==> src/rtl/isd_pkg.sv <==
package isd_pkg;

    typedef enum logic [1:0] {
        S_IDLE = 2'd0,
        S_READ = 2'd1,
        S_DONE = 2'd2
    } isd_state_e;

    localparam int NCLS   = 6;
    localparam int C_ADDI = 0;
    localparam int C_OR   = 1;
    localparam int C_LWZ  = 2;
    localparam int C_STW  = 3;
    localparam int C_STWU = 4;
    localparam int C_BCLR = 5;

    localparam logic [5:0] OP_ADDI = 6'b001110;
    localparam logic [5:0] OP_LWZ  = 6'b100000;
    localparam logic [5:0] OP_STW  = 6'b100100;
    localparam logic [5:0] OP_STWU = 6'b100101;
    localparam logic [5:0] OP_X31  = 6'b011111;
    localparam logic [5:0] OP_X19  = 6'b010011;
    localparam logic [9:0] XO_OR   = 10'b0110111100;
    localparam logic [9:0] XO_BCLR = 10'b0000010000;

    typedef struct packed {
        logic [NCLS-1:0] cls;
        logic            illegal;
        logic [4:0]      rt;
        logic [4:0]      ra;
        logic [4:0]      rb;
        logic [15:0]     imm;
        logic            lk;
    } dec_t;

endpackage

==> src/rtl/isd_decode.sv <==
module isd_decode
    import isd_pkg::*;
(
    input  logic [31:0] word,
    output dec_t        dec
);

    logic [5:0] op;
    logic [9:0] xo;

    assign op = word[31:26];
    assign xo = word[10:1];

    always_comb begin
        dec     = '0;
        dec.rt  = word[25:21];
        dec.ra  = word[20:16];
        dec.rb  = word[15:11];
        dec.imm = word[15:0];
        dec.lk  = word[0];
        case (op)
            OP_ADDI: dec.cls[C_ADDI] = 1'b1;
            OP_LWZ:  dec.cls[C_LWZ]  = 1'b1;
            OP_STW:  dec.cls[C_STW]  = 1'b1;
            OP_STWU: dec.cls[C_STWU] = (word[20:16] != 5'd0);
            OP_X31:  dec.cls[C_OR]   = (xo == XO_OR);
            OP_X19:  dec.cls[C_BCLR] = (xo == XO_BCLR);
            default: dec.cls = '0;
        endcase
        dec.illegal = (dec.cls == '0);
    end

endmodule

==> src/rtl/isd_exec.sv <==
module isd_exec
    import isd_pkg::*;
#(
    parameter int XLEN  = 64,
    parameter int IMM_W = 16,
    parameter int ST_W  = 32
) (
    input  dec_t            dec,
    input  logic [XLEN-1:0] a_data,
    input  logic [XLEN-1:0] b_data,
    output logic [XLEN-1:0] res,
    output logic [ST_W-1:0] st,
    output logic            we,
    output logic [4:0]      widx,
    output logic            rd,
    output logic            wr
);

    localparam int EXT_W = XLEN - IMM_W;

    logic [XLEN-1:0] base;
    logic [XLEN-1:0] sext;
    logic [XLEN-1:0] ea;

    always_comb begin
        base = ((dec.ra == 5'd0) && !dec.cls[C_STWU]) ? '0 : a_data;
        sext = {{EXT_W{dec.imm[IMM_W-1]}}, dec.imm};
        ea   = base + sext;
        res  = dec.cls[C_OR] ? (a_data | b_data) : ea;
        st   = b_data[ST_W-1:0];
        we   = dec.cls[C_ADDI] | dec.cls[C_OR] | dec.cls[C_LWZ] | dec.cls[C_STWU];
        widx = (dec.cls[C_OR] | dec.cls[C_STWU]) ? dec.ra : dec.rt;
        rd   = dec.cls[C_LWZ];
        wr   = dec.cls[C_STW] | dec.cls[C_STWU];
    end

endmodule

==> src/rtl/isd_unit.sv <==
module isd_unit
    import isd_pkg::*;
#(
    parameter int XLEN  = 64,
    parameter int IW    = 32,
    parameter int IMM_W = 16,
    parameter int ST_W  = 32
) (
    input  logic            clk,
    input  logic            rst_n,
    input  logic            issue_valid,
    input  logic [IW-1:0]   issue_instr,
    output logic            busy,
    output logic [4:0]      rf_a_idx,
    output logic [4:0]      rf_b_idx,
    input  logic [XLEN-1:0] rf_a_data,
    input  logic [XLEN-1:0] rf_b_data,
    output logic            done,
    output logic [NCLS-1:0] cls,
    output logic            illegal,
    output logic            gpr_we,
    output logic [4:0]      gpr_widx,
    output logic            mem_rd,
    output logic            mem_wr,
    output logic [XLEN-1:0] result,
    output logic [ST_W-1:0] st_data,
    output logic            link
);

    isd_state_e      state_q, state_d;
    logic [IW-1:0]   ir_q;
    dec_t            dec;
    logic [XLEN-1:0] x_res;
    logic [ST_W-1:0] x_st;
    logic            x_we, x_rd, x_wr;
    logic [4:0]      x_widx;

    isd_decode u_dec (
        .word (ir_q),
        .dec  (dec)
    );

    isd_exec #(.XLEN(XLEN), .IMM_W(IMM_W), .ST_W(ST_W)) u_exec (
        .dec    (dec),
        .a_data (rf_a_data),
        .b_data (rf_b_data),
        .res    (x_res),
        .st     (x_st),
        .we     (x_we),
        .widx   (x_widx),
        .rd     (x_rd),
        .wr     (x_wr)
    );

    assign rf_a_idx = dec.cls[C_OR] ? dec.rt : dec.ra;
    assign rf_b_idx = dec.cls[C_OR] ? dec.rb : dec.rt;
    assign busy     = (state_q != S_IDLE);
    assign done     = (state_q == S_DONE);

    // next state
    always_comb begin
        state_d = state_q;
        unique case (state_q)
            S_IDLE:  if (issue_valid) state_d = S_READ;
            S_READ:  state_d = S_DONE;
            S_DONE:  state_d = S_IDLE;
            default: state_d = S_IDLE;
        endcase
    end

    // state register
    always_ff @(posedge clk) begin
        if (!rst_n) begin
            state_q <= S_IDLE;
            ir_q    <= '0;
        end else begin
            state_q <= state_d;
            if (state_q == S_IDLE && issue_valid) ir_q <= issue_instr;
        end
    end

    // outputs
    always_ff @(posedge clk) begin
        if (!rst_n) begin
            cls      <= '0;
            illegal  <= 1'b0;
            gpr_we   <= 1'b0;
            gpr_widx <= '0;
            mem_rd   <= 1'b0;
            mem_wr   <= 1'b0;
            result   <= '0;
            st_data  <= '0;
            link     <= 1'b0;
        end else if (state_q == S_READ) begin
            cls      <= dec.cls;
            illegal  <= dec.illegal;
            gpr_we   <= x_we;
            gpr_widx <= x_widx;
            mem_rd   <= x_rd;
            mem_wr   <= x_wr;
            result   <= x_res;
            st_data  <= x_st;
            link     <= dec.cls[C_BCLR] & dec.lk;
        end else if (state_q == S_DONE) begin
            cls     <= '0;
            illegal <= 1'b0;
            gpr_we  <= 1'b0;
            mem_rd  <= 1'b0;
            mem_wr  <= 1'b0;
            link    <= 1'b0;
        end
    end

    p_latency_r10: assert property (@(posedge clk) disable iff (!rst_n)
        (state_q == S_IDLE && issue_valid) |=> ##1 done);

    p_done_pulse_r10: assert property (@(posedge clk) disable iff (!rst_n)
        done |=> !done);

    p_class_onehot_r1: assert property (@(posedge clk) disable iff (!rst_n)
        done |-> $onehot0(cls));

    p_illegal_quiet_r3: assert property (@(posedge clk) disable iff (!rst_n)
        (done && illegal) |-> (!gpr_we && !mem_rd && !mem_wr && cls == '0));

    p_update_target_r8: assert property (@(posedge clk) disable iff (!rst_n)
        (done && cls[C_STWU]) |-> (gpr_we && mem_wr && gpr_widx != 5'd0));

    p_mem_excl_r9: assert property (@(posedge clk) disable iff (!rst_n)
        done |-> !(mem_rd && mem_wr));

    p_branch_quiet_r12: assert property (@(posedge clk) disable iff (!rst_n)
        (done && cls[C_BCLR]) |-> (!gpr_we && !mem_rd && !mem_wr));

    p_idle_quiet_r11: assert property (@(posedge clk) disable iff (!rst_n)
        !busy |-> (!gpr_we && !mem_rd && !mem_wr));

endmodule

==> config.mk <==
export PLATFORM = sky130hd
export DESIGN_NAME = isd_unit
export DESIGN_NICKNAME = d
export VERILOG_FILES = /design/src/rtl/isd_pkg.sv /design/src/rtl/isd_decode.sv /design/src/rtl/isd_exec.sv /design/src/rtl/isd_unit.sv
export SDC_FILE = /design/constraint.sdc
export NUM_CORES = 1
export LEC_CHECK = 0
export BUFFER_PORTS_ARGS = -buffer_cell sky130_fd_sc_hd__buf_2
export CAP_MARGIN = 10
export CORE_ASPECT_RATIO = 2
export CORE_MARGIN = 2
export CORE_UTILIZATION = 41
export CTS_BUF_LIST = sky130_fd_sc_hd__clkbuf_4 sky130_fd_sc_hd__clkbuf_8
export CTS_CLUSTER_DIAMETER = 40
export DETAILED_ROUTE_END_ITERATION = 7
export GPL_ROUTABILITY_DRIVEN = 1
export PLACE_DENSITY_LB_ADDON = 0.25
export SYNTH_ARGS = -nofsm -noshare
export SYNTH_HDL_FRONTEND = slang
export SYNTH_SLANG_ARGS = --single-unit
==> constraint.sdc <==
create_clock -name clk -period 5.29 [get_ports clk]
set_input_delay 1.058 -clock clk [delete_from_list [all_inputs] [get_ports clk]]
set_output_delay 1.058 -clock clk [all_outputs]
set_load 0.01 [all_outputs]
=== Word level (Yosys, flattened, before mapping) ===
Cells that the tools add are included.
Widths: inputs -> output; s select.

* Div/mod/pow operators: 0
* Order comparisons: 0
* Shifts and indexed selects: 0
* Reductions and logical operators: 9
* Multipliers: 0
* Bitwise logic cells: 7
* Add/subtract/negate cells: 1
* Multiplexer cells: 21
* Equality and inequality tests: 11

{| class="wikitable"
|+ Operators by type and width
! operator !! count
|-
| $mux 64 || 2
|-
| $add 64x64->64 || 1
|-
| $or 64x64->64 || 1
|-
| $eq 6x6->1 const B || 3
|-
| $mux 5 || 3
|-
| $eq 6x5->1 const B || 2
|-
| $mux 1 || 12
|-
| $mux 6 || 2
|-
| $eq 10x5->1 const B || 1
|-
| $eq 10x9->1 const B || 1
|-
| $eq 6x4->1 const B || 1
|-
| $logic_not 6->1 || 1
|-
| $logic_not 5->1 || 1
|-
| $or 1x1->1 || 5
|-
| $reduce_bool 5->1 || 1
|-
| $pmux 2 s2 || 1
|-
| $reduce_bool 2->1 || 2
|-
| $eq 2x1->1 const B || 1
|-
| $eq 2x2->1 const B || 1
|-
| $logic_and 1x1->1 || 2
|-
| $logic_not 2->1 || 1
|-
| $mux 2 || 1
|-
| $ne 2x2->1 const B || 1
|-
| $and 1x1->1 || 1
|-
| $logic_not 1->1 || 1
|}

* Logic and storage cells: 60
* Output and inout bits: 124
* Flip-flop bits (word level): 146
* Memories kept: 0
* Bits in writable memories: 0
* Latch bits: 0
* ROM bits: 0

=== Depth between registers and ports, before layout ===
* Depth in word-level cells: 7
* Mapped depth: 17
* Gate-level depth less buffers: 15

=== By module ===
Synthesis repeated with hierarchy kept, for this count alone.

* Cell total of the unflattened synthesis: 1436
* Area, all modules: 11716.2 um2

{| class="wikitable"
|+ Modules (own cells, without submodules)
! module !! instances !! cells an instance !! seq. area each (um2) !! area an instance (um2)
|-
| isd_unit || 1 || 540 || 2922.8 || 5816.8
|-
| isd_exec || 1 || 842 || 0.0 || 5491.5
|-
| isd_decode || 1 || 54 || 0.0 || 407.9
|}

=== Least setup slack after synthesis ===
OpenSTA, ideal clock, no wires.

* Path kind: register to register
* Start point: register ir_q[17]
* End point: register result[59]
* Path slack: 1.133 ns
* Cell stages (with the launch flop): 18
* Data arrival time: 4.090 ns
* Period minus slack after synthesis: 4.157 ns
* Cells stage by stage: dfxtp_1 > or4_1 > nor2_1 > clkbuf_1 > clkbuf_1 > nor2b_1 > ha_1 > clkbuf_1 > a21o_1 > a31o_2 > a221oi_1 > o41ai_1 > nand2_1 > a31oi_4 > a31oi_2 > o31a_1 > mux2_4 > a21oi_2

* Longest elaborated chain between the ends: 7
* Elaborated cells between the ends (all ways): 8

{| class="wikitable"
|+ Ends and longest elaborated chain
! item !! RTL line !! text
|-
| start, declared || isd_unit.sv:31 || <nowiki>logic [IW-1:0] ir_q;</nowiki>
|-
| start signal, assigned || isd_unit.sv:78 || <nowiki>if (state_q == S_IDLE && issue_valid) ir_q <= issue_instr;</nowiki>
|-
| $reduce_bool 5->1 || isd_decode.sv:25 || <nowiki>OP_STWU: dec.cls[C_STWU] = (word[20:16] != 5'd0);</nowiki>
|-
| $mux 1 || isd_decode.sv:21 || <nowiki>case (op)</nowiki>
|-
| $logic_not 1->1 || isd_exec.sv:26 || <nowiki>base = ((dec.ra == 5'd0) && !dec.cls[C_STWU]) ? '0 : a_data;</nowiki>
|-
| $logic_and 1x1->1 * || isd_exec.sv:26 ||
|-
| $mux 64 * || isd_exec.sv:26 ||
|-
| $add 64x64->64 * || isd_exec.sv:28 || <nowiki>ea = base + sext;</nowiki>
|-
| $mux 64 * || isd_exec.sv:29 || <nowiki>res = dec.cls[C_OR] ? (a_data | b_data) : ea;</nowiki>
|-
| end signal, assigned || isd_unit.sv:101 || <nowiki>result <= x_res;</nowiki>
|-
| end, declared || isd_unit.sv:25 || <nowiki>output logic [XLEN-1:0] result,</nowiki>
|}

Every way passes the cells marked *; elsewhere a longest branch is shown, timed or not.
A chain may end at the register's enable or synchronous reset.

=== Final worst setup path ===
* Start point: register ir_q[17]
* End point: register result[62]

Same word-level chain as after synthesis.

==> summary.md <==
| Metric | Value |
|---|---|
| Yosys top cell by area | `dfxtp_1` |
| Final hold viol count | `0` |
| CTS Buf Count | `17` |
| Worst-path fanout max | `30` |
| Setup TNS | `0 ns` |
| Mux share of post-synthesis cell area | `4.34%` |
| # Post-CTS Setup Buffers | `0` |
| CORE AREA | `approximately 0.025 mm²` |
| Worst-path clk slew | `approximately 0.10 ns` |
| Clock root cell | `clkbuf_8` |
| Port Buffers | `~290` |
| DR pass1 iterations | `5` |
| Worst Path Required | `5.67 ns` |
| Clk Latency, worst-skew pair | `around 0.5 ns` |
| Yosys warning total | `0` |
| Final nets | `about 1900` |
| Sw power | `~0.0015 W` |
| Largest family of logic cells by synthesized area | `compound AO/OA/AOI/OAI gates` |
| All-Layer GR Usage | `25.7%` |
| Post-Synthesis Cell Area | `a little over 0.01 mm²` |
| Routed len/inst | `around 17 µm` |
| Crit. End Element | `flip-flop` |
| Crit path DAT | `between 5 and 6 ns` |
| First-pass GRT wire length | `53.7 mm` |
| Final Max Slew Viols | `0` |
| I/O Pins | `287` |
| Vias in the first global route | `10300` |
| Initial Utilization | `41.4%` |
| RSZ-0062 raised after global routing | `no` |
| Status | `finished, final reports clean` |
| Switching portion of total power | `41.1%` |
| Critical path launch point type | `flip-flop` |
| Max-cap viol count | `0` |
| Final Skew | `0.0202 ns` |
| Post-layout min period | `4.64 ns` |
| Final HPWL DP | `about 26 mm` |
| Tcrit/Tclk final | `87.6%` |
| Post-Syn Area per Cell | `around 7.3 µm²` |
| Max transition margin | `29.0%` |
| Initial antenna violation count | `1` |
| Layout cells sized above 1 | `21.5%` |
| Dpl cell area | `0.0119 mm²` |
| Post-layout util | `just under 50%` |
| Final GP Congestion | `a little over 0.9` |
| Bufs on Longest Clock Path | `2` |
| Vias/cell | `5.47` |
| Post-synth top area share | `28.2%` |
| WL final | `34.2 mm` |
| ANT nets after route | `0` |
| Post-synthesis sequential area ratio | `28.2%` |
| Die width | `116 µm` |
| CTS H-Tree Depth | `4` |
| Clock power frac | `23.4%` |
| Primary FF master, synth | `dfxtp_1` |
| DR DRC count | `0` |
| Drt first-iter violations | `586` |
| Post-synth EDFFs | `0` |
| Sequential share of power | `a little over a third` |
| Power share of the combinational group | `40.6%` |
| Cts repair resizes | `0` |
| Largest net degree at the start of global routing | `between 80 and 90` |
| Layout area overhead | `19.7%` |
| Synth Area in Compound Gates | `approximately a quarter` |
| Global route overflow | `0` |
| Rows | `between 80 and 90` |
| HP Class | `flip-flop to flip-flop` |
| CTS tree | `built` |
| Post-Synth Adder-Cell Area | `8.34%` |
| Internal power | `0.00219 W` |
| Post-route cell area | `0.0123 mm²` |
| Count of hold-fix buffers inserted at cts | `0` |
| Die ar. | `roughly 0.026 mm²` |
| XOR/XNOR Fraction of Synth Area | `4.77%` |
| Cell leakage power | `5.48 nW` |
| Peak VDD IR | `approximately 0.00019 V` |
| Asr flop ratio synth | `0%` |
| Via count | `around 11000` |
| Crit Path Category | `flip-flop to flip-flop` |
| Synth Area in Simple Gates | `about a quarter` |
| Final Setup Violations | `0` |
| Max Fclk | `roughly 220 MHz` |
| Post-Synthesis Cells | `1402` |
| Yosys reg bits | `145` |
| Clk sinks | `~150` |
| Post-Syn Nets | `1633` |
| Chip height | `~230 µm` |
| Top cells by area, synth | `dfxtp_1, ha_1, a21oi_1, nand2_1, o21ai_0` |
| Yosys cell types | `65` |
| Hold_ws | `0.458 ns` |
| Pwr dens | `302 mW/mm²` |
| Slew at the pin with the worst max-slew slack | `1.07 ns` |
-- state kept, by name, indices dropped and copies added, names as in the netlist, 2 cells and up --
| name | count |
|---|---|
| gpr_widx | 5 |
| cls | 5 |
| ir_q | 32 |
| state_q | 2 |
| result | 64 |
| st_data | 32 |
-- layout by cell type, fill, tap and decap left out, types with 6 or more instances in the layout --
cell type,Yosys,routed
a211oi_1,7,7
a21o_1,26,26
a21oi_1,160,160
a311oi_1,14,14
a31oi_1,29,29
buf_2,4,286
buf_4,2,11
clkbuf_8,0,19
dfxtp_1,145,144
ha_1,67,66
inv_1,23,23
mux2i_1,42,42
nand2_1,204,204
nand2b_1,18,18
nand3_1,37,37
nand4_1,23,23
nor2_1,133,132
nor2b_1,67,67
nor3_1,26,26
o211ai_1,26,26
o21a_1,6,6
o21ai_0,103,103
o21bai_1,15,15
o22ai_1,6,6
o31ai_1,8,8
xnor2_1,32,32
xor2_1,24,24
-- logic make-up (layout without fill, tap and decap cells) --
kind of cell / Yosys count / count (layout)
fa+ha+maj: 68 / 68
buf+inv: 113 / 354
mux: 44 / 44
flops: 145 / 145
xor+xnor: 56 / 56
simple gates: 549 / 549
compound gates: 427 / 427
other cells: 0 / 1
-- layer usage --
metal | track usage (%) | vias up | part of all wire, %
met1 | 32.0 | 4933 | 43
met3 | 5.47 | 54 | 6.5
li1 | - | 5457 | -
met2 | 42.9 | 378 | 48
met4 | 9.64 | 0 | 3.0
met5 | 0 | - | 0
-- metrics by stage --
stage	worst slack [ns]	power [W]	cells
after floorplan	1.13	0.00238	1402
final	0.654	0.00372	1980
after detailed placement	0.657	0.00286	1947
after global placement	0.706	0.00286	1947
after CTS	0.675	0.00374	1979
after global routing	0.382	0.00397	1980
-- worst max-delay path, stage by stage (launching register included) --
cell	delay, ns
dfxtp_1	0.34
or4_1	0.61
nor2_4	0.20
buf_4	0.33
nor2b_1	0.09
ha_1	0.34
a21o_1	0.21
a311o_1	0.35
a21oi_1	0.35
o31ai_2	0.19
a31o_2	0.27
a31oi_1	0.47
o21ai_1	0.26
a41oi_1	0.27
xor2_1	0.16
a21oi_1	0.08
-- cell usage after synthesis, types with 3 or more instances --
master / count
a31oi_1: 29
xnor2_1: 32
or2_2: 3
nor2b_1: 67
a21o_1: 26
o21a_1: 6
a211oi_1: 7
or3_1: 5
and3_1: 4
nor3b_1: 4
inv_1: 23
nor2_1: 133
o31ai_1: 8
buf_2: 4
o21ai_0: 103
nand3_1: 37
o211ai_1: 26
mux2i_1: 42
a221oi_1: 5
o22ai_1: 6
dfxtp_1: 145
buf_1: 8
ha_1: 67
a21oi_1: 160
and2_1: 4
o21bai_1: 15
and4_1: 4
a311oi_1: 14
nand2_1: 204
or4_1: 3
nor3_1: 26
clkbuf_1: 74
xor2_1: 24
nand4_1: 23
nor4_1: 4
nand2b_1: 18
-- worst paths after layout --
path | startpoint | end | slack, ns | depth (start not counted)
max | ir_q[17] | result[62] | 0.65 | 15
min | result[35] | result[35] | 0.46 | 2
max reg2reg | ir_q[17] | result[62] | 0.65 | 15
min reg2reg | result[35] | result[35] | 0.46 | 2
-- final cells by class --
| type | instances | area [µm²] |
|---|---|---|
| clock buffers | 19 | 262 |
| diodes | 1 | 2.50 |
| repair buffers | 298 | 1530 |
| well taps | 336 | 420 |
| clock inverters | 13 | 124 |
| multi-input cells | 1144 | 6980 |
| fillers | 2637 | 12500 |
| flip-flops and latches | 145 | 2900 |
| inverters | 24 | 91.3 |
-- power by group through the flow --
stage          logic [W]  clock network, W  registers, W
5_1_grt          0.00167          0.000937       0.00136
2_1_floorplan   0.000984                 0       0.00140
3_3_place_gp     0.00150                 0       0.00136
6_report         0.00151          0.000870       0.00134
3_5_place_dp     0.00150                 0       0.00136
4_1_cts          0.00151          0.000897       0.00134
No activity file was read; power rests on OpenSTA's default activity.
